--- config.mk ---
export PLATFORM = sky130hd
export DESIGN_NAME = swb_deglitch
export DESIGN_NICKNAME = d
export VERILOG_FILES = /design/src/rtl/swb_pkg.sv /design/src/rtl/swb_sync.sv /design/src/rtl/swb_fall_qual.sv /design/src/rtl/swb_holdoff.sv /design/src/rtl/swb_deglitch.sv
export SDC_FILE = /design/constraint.sdc
export NUM_CORES = 1
export LEC_CHECK = 0
export BUFFER_PORTS_ARGS = -buffer_cell sky130_fd_sc_hd__buf_4
export CAP_MARGIN = 5
export CORE_AREA = 2 2 44 46
export DETAILED_ROUTE_END_ITERATION = 16
export DIE_AREA = 0 0 46 48
export PLACE_DENSITY = 0.8
export SYNTH_ARGS = -nofsm -noshare
export SYNTH_HDL_FRONTEND = slang
export SYNTH_SLANG_ARGS = --single-unit
--- constraint.sdc ---
create_clock -name clk -period 2.45 [get_ports clk]
set_input_delay 0.49 -clock clk [delete_from_list [all_inputs] [get_ports clk]]
set_output_delay 0.49 -clock clk [all_outputs]
set_load 0.02 [all_outputs]
--- src/rtl/swb_pkg.sv ---
package swb_pkg;

    localparam int unsigned FILT_W_DEF      = 4;
    localparam int unsigned HOLD_W_DEF      = 6;
    localparam int unsigned SYNC_STAGES_DEF = 2;
    localparam int unsigned CMP_W           = 16;

    typedef enum logic {
        SPD_STD = 1'b0,
        SPD_OD  = 1'b1
    } speed_e;

    typedef struct packed {
        logic level;
        logic strobe;
    } out_state_t;

    localparam out_state_t OUT_IDLE = '{level: 1'b1, strobe: 1'b0};

    // True once the number of low samples seen (current one included)
    // has reached the requested run length.
    function automatic logic run_complete(input logic [CMP_W-1:0] seen,
                                          input logic [CMP_W-1:0] need);
        return seen >= need;
    endfunction

endpackage

--- src/rtl/swb_sync.sv ---
module swb_sync #(
    parameter int unsigned STAGES  = 2,
    parameter logic        RST_VAL = 1'b1
) (
    input  logic clk,
    input  logic rst,
    input  logic d,
    output logic q
);
    logic [STAGES-1:0] chain;

    always_ff @(posedge clk) begin
        if (rst) begin
            chain <= {STAGES{RST_VAL}};
        end else begin
            chain[0] <= d;
            for (int i = 1; i < STAGES; i++) begin
                chain[i] <= chain[i-1];
            end
        end
    end

    assign q = chain[STAGES-1];
endmodule

--- src/rtl/swb_fall_qual.sv ---
module swb_fall_qual
    import swb_pkg::*;
#(
    parameter int unsigned FILT_W = FILT_W_DEF
) (
    input  logic              clk,
    input  logic              rst,
    input  logic              enable,
    input  logic              line_low,
    input  speed_e            speed,
    input  logic [FILT_W-1:0] filt_len,
    output logic              accept
);
    logic [FILT_W-1:0] run_q;
    logic [CMP_W-1:0]  seen;
    logic              candidate;

    assign seen      = CMP_W'(run_q) + CMP_W'(1);
    assign candidate = enable && line_low;

    always_comb begin
        accept = 1'b0;
        if (candidate) begin
            if (speed == SPD_OD) begin
                accept = 1'b1;
            end else begin
                accept = run_complete(seen, CMP_W'(filt_len));
            end
        end
    end

    always_ff @(posedge clk) begin
        if (rst || !candidate || accept) begin
            run_q <= '0;
        end else if (run_q != '1) begin
            run_q <= run_q + FILT_W'(1);
        end
    end
endmodule

--- src/rtl/swb_holdoff.sv ---
module swb_holdoff #(
    parameter int unsigned HOLD_W = 6
) (
    input  logic              clk,
    input  logic              rst,
    input  logic              start,
    input  logic [HOLD_W-1:0] hold_len,
    output logic              active
);
    logic [HOLD_W-1:0] left_q;

    always_ff @(posedge clk) begin
        if (rst) begin
            left_q <= '0;
        end else if (start) begin
            left_q <= hold_len;
        end else if (left_q != '0) begin
            left_q <= left_q - HOLD_W'(1);
        end
    end

    assign active = (left_q != '0);
endmodule

--- src/rtl/swb_deglitch.sv ---
module swb_deglitch
    import swb_pkg::*;
#(
    parameter int unsigned FILT_W      = FILT_W_DEF,
    parameter int unsigned HOLD_W      = HOLD_W_DEF,
    parameter int unsigned SYNC_STAGES = SYNC_STAGES_DEF
) (
    input  logic              clk,
    input  logic              rst,
    input  logic              line_raw,
    input  logic              speed_od,
    input  logic [FILT_W-1:0] filt_len,
    input  logic [HOLD_W-1:0] hold_len,
    output logic              line_level,
    output logic              slot_start
);
    logic       line_sync;
    logic       hold_on;
    logic       rise;
    logic       fall_ok;
    speed_e     speed_sel;
    out_state_t st_q, st_d;

    assign speed_sel = speed_od ? SPD_OD : SPD_STD;

    swb_sync #(
        .STAGES (SYNC_STAGES),
        .RST_VAL(1'b1)
    ) sync_i (
        .clk(clk),
        .rst(rst),
        .d  (line_raw),
        .q  (line_sync)
    );

    assign rise = !st_q.level && line_sync;

    swb_holdoff #(
        .HOLD_W(HOLD_W)
    ) hold_i (
        .clk     (clk),
        .rst     (rst),
        .start   (rise),
        .hold_len(hold_len),
        .active  (hold_on)
    );

    swb_fall_qual #(
        .FILT_W(FILT_W)
    ) qual_i (
        .clk     (clk),
        .rst     (rst),
        .enable  (st_q.level && !hold_on),
        .line_low(!line_sync),
        .speed   (speed_sel),
        .filt_len(filt_len),
        .accept  (fall_ok)
    );

    always_comb begin
        st_d        = st_q;
        st_d.strobe = 1'b0;
        if (rise) begin
            st_d.level = 1'b1;
        end else if (fall_ok) begin
            st_d.level  = 1'b0;
            st_d.strobe = 1'b1;
        end
    end

    always_ff @(posedge clk) begin
        if (rst) begin
            st_q <= OUT_IDLE;
        end else begin
            st_q <= st_d;
        end
    end

    assign line_level = st_q.level;
    assign slot_start = st_q.strobe;
endmodule

* Word level (Yosys, flattened, before mapping)
Index checks and enable logic that the tools add are counted.
W data, S select, Z words.
** Storage, ports and cells
- Memories :: 0
- Output and inout port bits :: 2
- ROM bits :: 0
- Bits in latches :: 0
- Input port bits :: 14
- Bits in registers :: 14
- Memory bits (writable) :: 0
- Logic and storage cells :: 28
** Cells by class
- Shifts and indexed selects :: 0
- Order comparisons :: 1
- Bitwise logic cells :: 0
- Equality and inequality tests :: 1
- Add/sub/neg operators :: 3
- Multiply operators :: 0
- Reductions and logical operators :: 12
- Muxes and demuxes :: 6
- Div/mod/pow operators :: 0
** Operators by type and width (number)
- $ge A16 B4 Y1 :: 1
- $mux W6 :: 2
- $reduce_bool A6 Y1 :: 1
- $sub A6 B1 Y6 const B :: 1
- $add A4 B1 Y5 const B :: 1
- $add A4 B1 Y4 const B :: 1
- $logic_not A1 Y1 :: 4
- $mux W1 :: 4
- $ne A4 B4 Y1 const B :: 1
- $logic_and A1 B1 Y1 :: 3
- $logic_or A1 B1 Y1 :: 2
- $reduce_bool A2 Y1 :: 1
- $reduce_or A2 Y1 :: 1

* Logic depth before layout (Yosys ltp)
- Word-level depth :: 7
- Mapped depth :: 6
- Depth with buffers taken out :: 6

* By module
A second synthesis with hierarchy kept.
** Unflattened totals
- Cell total of the unflattened synthesis :: 91
- Area total of the unflattened synthesis :: 827.0 um^2
** Modules (own cells, without submodules)
- swb_holdoff :: area each 384.1 um^2, seq. area each 120.1 um^2, times used 1, cells an instance 46
- swb_fall_qual :: area each 309.0 um^2, seq. area each 80.1 um^2, times used 1, cells an instance 33
- swb_deglitch :: area each 81.3 um^2, seq. area each 40.0 um^2, times used 1, cells an instance 8
- swb_sync :: area each 52.6 um^2, seq. area each 40.0 um^2, times used 1, cells an instance 4

* Least setup slack after synthesis
Ideal clock, no wire load.
- Kind :: flip-flop to flip-flop
- Start :: register qual_i.run_q[0]
- End :: register qual_i.run_q[3]
- Setup time :: 73 ps
- Clock period less this slack :: 1744 ps
- Arrival time :: 1671 ps
- Stages on the path, launching flop included :: 7
- Setup slack :: 706 ps
- Data required time :: 2377 ps
- Path buffers :: 0
- Path through :: dfxtp_1 ha_1 xor2_1 ha_1 o21ai_0 o2111ai_2 nor3_2
** Between the ends
- Cells in the longest elaborated chain, start to end :: 5
- Elaborated cells on any way between the ends :: 7
- Those cells by class :: add/sub: 2; order compare: 1; eq/ne: 1; mux: 2; reduce/logical: 1
** RTL lines
- from (decl) :: line swb_fall_qual.sv:14 : logic [FILT_W-1:0] run_q;
- from (signal assigned) :: line swb_fall_qual.sv:36 : run_q <= run_q + FILT_W'(1);
- $add A4 B1 Y5 :: line swb_fall_qual.sv:18 : assign seen = CMP_W'(run_q) + CMP_W'(1);
- via qual_i.seen[2] :: line swb_fall_qual.sv:15 : logic [CMP_W-1:0] seen;
- $ge A16 B4 Y1 :: line swb_pkg.sv:24 : return seen >= need;
- $mux W1 :: line swb_fall_qual.sv:24 : if (speed == SPD_OD) begin
- $mux W1 :: line swb_fall_qual.sv:23 : if (candidate) begin
- $logic_or A1 B1 Y1 :: line swb_fall_qual.sv:33 : if (rst || !candidate || accept) begin
The timed path passes the listed nets, and every way through them passes these cells.
A chain may end at the register's enable or synchronous reset.

* Worst setup path after layout
Ends and elaborated chain as after synthesis.

==> summary.txt <==
Status
  – Status: complete, no violations

Synthesis
  – Post-synthesis mux area share: 0.0240
  – Main combinational cell family by area after synthesis: simple AND/OR/NAND/NOR gates
  – Net Count, Synth: 110
  – Post-Syn Area: ~830 um^2
  – Synth unique cells: 37
  – Simple-gate area share of the yosys netlist: 0.309
  – Post-synthesis adder-cell area fraction: 0.0901
  – Primary FF master, synth: dfxtp_1
  – Sequential element share of the synthesized area: 0.336
  – Post-synth EDFFs: 0
  – Yosys warning count: 0
  – Cells after Synth: 90
  – XOR/XNOR share of the synthesized area: 0.0315
  – Asr flop ratio synth: 0
  – Syn Area/Cell: 9.26 um^2
  – Post-synthesis register bit count: 14
  – Complex-gate fraction of the synthesized area: 0.164

Worst hold path
  – Hold path depth: 2
  – Worst hold path startpoint: line_raw
  – Hold Crit Class: in2reg
  – Hold EP: sync_i.chain[0]

Critical path
  – Buf/Inv on CP: 0
  – Slowest-stage cell, CP: dfxtp_1
  – Reg-to-Reg Start: qual_i.run_q[0]
  – R2R setup slack: about 0.52 ns
  – Reg2reg end: qual_i.run_q[3]
  – CP endpoint kind: flop
  – Critical path data required time: around 2.6 ns
  – CP arrival: around 2.1 ns
  – Critical path class: reg2reg
  – Worst r2r path cells: 6
  – CP peak stage delay: 0.41 ns
  – CP Max Fanout: 5
  – CP most frequent cell: ha_1
  – Startpoint types: flop
  – Top Family by Delay on Critical Path: compound AO/OA/AOI/OAI gates
  – Worst path cell trace: ha_1 -> xor2_1 -> ha_1 -> o21ai_0 -> o2111ai_2 -> nor3_2

Finish
  – Most frequent cells in the layout: buf_4, dfxtp_1, nor2_1, inv_1, ha_1
  – Layout area overhead: 17.0%
  – Final net count: between 100 and 150
  – Fillers: 165
  – Most common cell after layout, fill and taps aside: buf_4
  – Share of cells above drive strength 1: 0.283
  – Antenna diode count: 0
  – Sequential Area: between 200 and 300 um^2
  – Multi-input gate area: a little over 500 um^2

Power
  – Static Leak: approximately 0.42 nW
  – PwrDens: 764 nW/um^2
  – Tot Pwr: ~0.74 mW
  – Maximum vdd drop: between 0.0005 and 0.0006 V

Placed design
  – Buffers on Ports: 15
  – Detailed Place HPWL: between 1000 and 1500 um
  – Place WS: 0.528 ns
  – GP Congestion: roughly 0.8

STA
  – Slew HR: 0.698
  – Worst-margin pin slew: 0.448 ns
  – RSZ-0062 raised after global routing: false
  – Max Clock Freq: ~520 MHz
  – Max Slew Vio Count: 0
  – Crit share post-route: 0.787
  – Final worst setup slack: 0.521 ns
  – Worst Skew: around 0.01 ns
  – TNS Setup: 0 ns
  – Hold Fails Final Rpt: 0
  – Final Setup Violations: 0
  – Crit path time final: between 1.5 and 2 ns

Clock tree
  – TritonCTS clock tree: built
  – Clock Tree Root: clkbuf_4
  – CTS sink cnt: 14
  – Clock slew at reported path FFs: roughly 0.070 ns
  – Cts bufs inserted: 3
  – Post-CTS resize count: 0
  – Bufs on Longest Clock Path: 2
  – Clock H-tree levels: 1
  – Post-CTS Setup Inserts: 0
  – Cts hold-fix bufs: 0
  – Skew-Pair Late Insertion Delay: around 0.27 ns

Global routing
  – Antenna violations before repair: 0
  – First-pass GRT wire length: approximately 2500 um
  – Vias in the first global route: ~660
  – Largest net degree at the start of global routing: 13
  – Total track usage: 0.159
  – Gr ovfl total: 0

Floorplanning
  – Die W: ~46 um
  – Die Ht: between 40 and 50 um
  – Rows: 15
  – Core area: 1690 um^2
  – Ports: 16
  – Initial Util: 0.493
  – Die ar.: 2210 um^2

Job
  – Max-cap violations: 0

Routing
  – DR vias: 694
  – Starting DRT DRC Count: 6
  – Post-Route WL: around 1500 um
  – Via-to-Cell Ratio: 5.64
  – Drt wl/cell: around 12 um
  – Drt pass-1 iters: 2
  – DRT antenna net count: 0
  – # DRC: 0
worst max-delay path by stage:
| stage | startpoint | to | slack (ns) | depth (start not counted) |
|---|---|---|---|---|
| floorplan | qual_i.run_q[0] | qual_i.run_q[3] | 0.71 | 6 |
| CTS | qual_i.run_q[0] | qual_i.run_q[3] | 0.51 | 6 |
| detailed placement | qual_i.run_q[0] | qual_i.run_q[3] | 0.53 | 6 |
| finish | qual_i.run_q[0] | qual_i.run_q[3] | 0.52 | 6 |
| global placement | filt_len[0] | qual_i.run_q[3] | 0.62 | 6 |
| global route | qual_i.run_q[0] | qual_i.run_q[3] | 0.35 | 6 |
cells by family after synthesis:
family,Yosys count
AND/OR/NAND/NOR,39
AO/OA/AOI/OAI,18
flip-flops,14
buffers and inverters,8
adder cells (fa/ha/maj),6
XOR/XNOR,3
multiplexers,2
cell type report:
type / count / share of cell area
repair buffers: 15 / 0.116
clock buffers: 3 / 0.0231
well taps: 17 / 0.0218
multi-input cells: 68 / 0.529
flip-flops and latches: 14 / 0.288
inverters: 6 / 0.0231
routing by layer:
metal,part of all wire,GRT usage
met1,0.46,0.176
met2,0.48,0.292
met4,0.0082,0.0857
met3,0.055,0.0226
met5,0,0
sequential cells by signal (all words and copies together) (netlist names):
register       flops
hold_i.left_q      6
slot_start         1
line_level         1
qual_i.run_q       4
sync_i.chain       2
cell usage after synthesis, types with 2 or more instances:
library cell / number / area share
nor2_1: 9 / 0.041
ha_1: 6 / 0.090
mux2i_1: 2 / 0.024
inv_1: 6 / 0.027
o21ai_0: 4 / 0.024
nor3_1: 4 / 0.024
nor2b_1: 2 / 0.015
nand2b_1: 2 / 0.015
a211oi_1: 2 / 0.018
xnor2_1: 2 / 0.021
nand3_1: 3 / 0.018
a211oi_2: 2 / 0.030
nor3b_1: 2 / 0.018
a21oi_1: 3 / 0.018
a31oi_1: 2 / 0.015
and3_1: 2 / 0.015
or2_2: 2 / 0.015
nand2_1: 3 / 0.014
dfxtp_1: 14 / 0.34
through the flow:
stage	cell area, um^2	hold slack (ns)	cells	utilization
after floorplan	833	0.389	90	-
after global placement	952	0.394	120	0.564
after global routing	975	0.401	123	0.577
after CTS	975	0.396	123	0.577
final	975	0.404	123	0.577
after detailed placement	952	0.397	120	0.564
power breakdown:
part,leakage [nW],switching [mW],total (mW),internal [mW]
Clock,0.0138,0.0664,0.123,0.0568
Combinational,0.287,0.153,0.317,0.164
Sequential,0.115,0.0397,0.304,0.265
No activity file was read; power rests on OpenSTA's default activity.
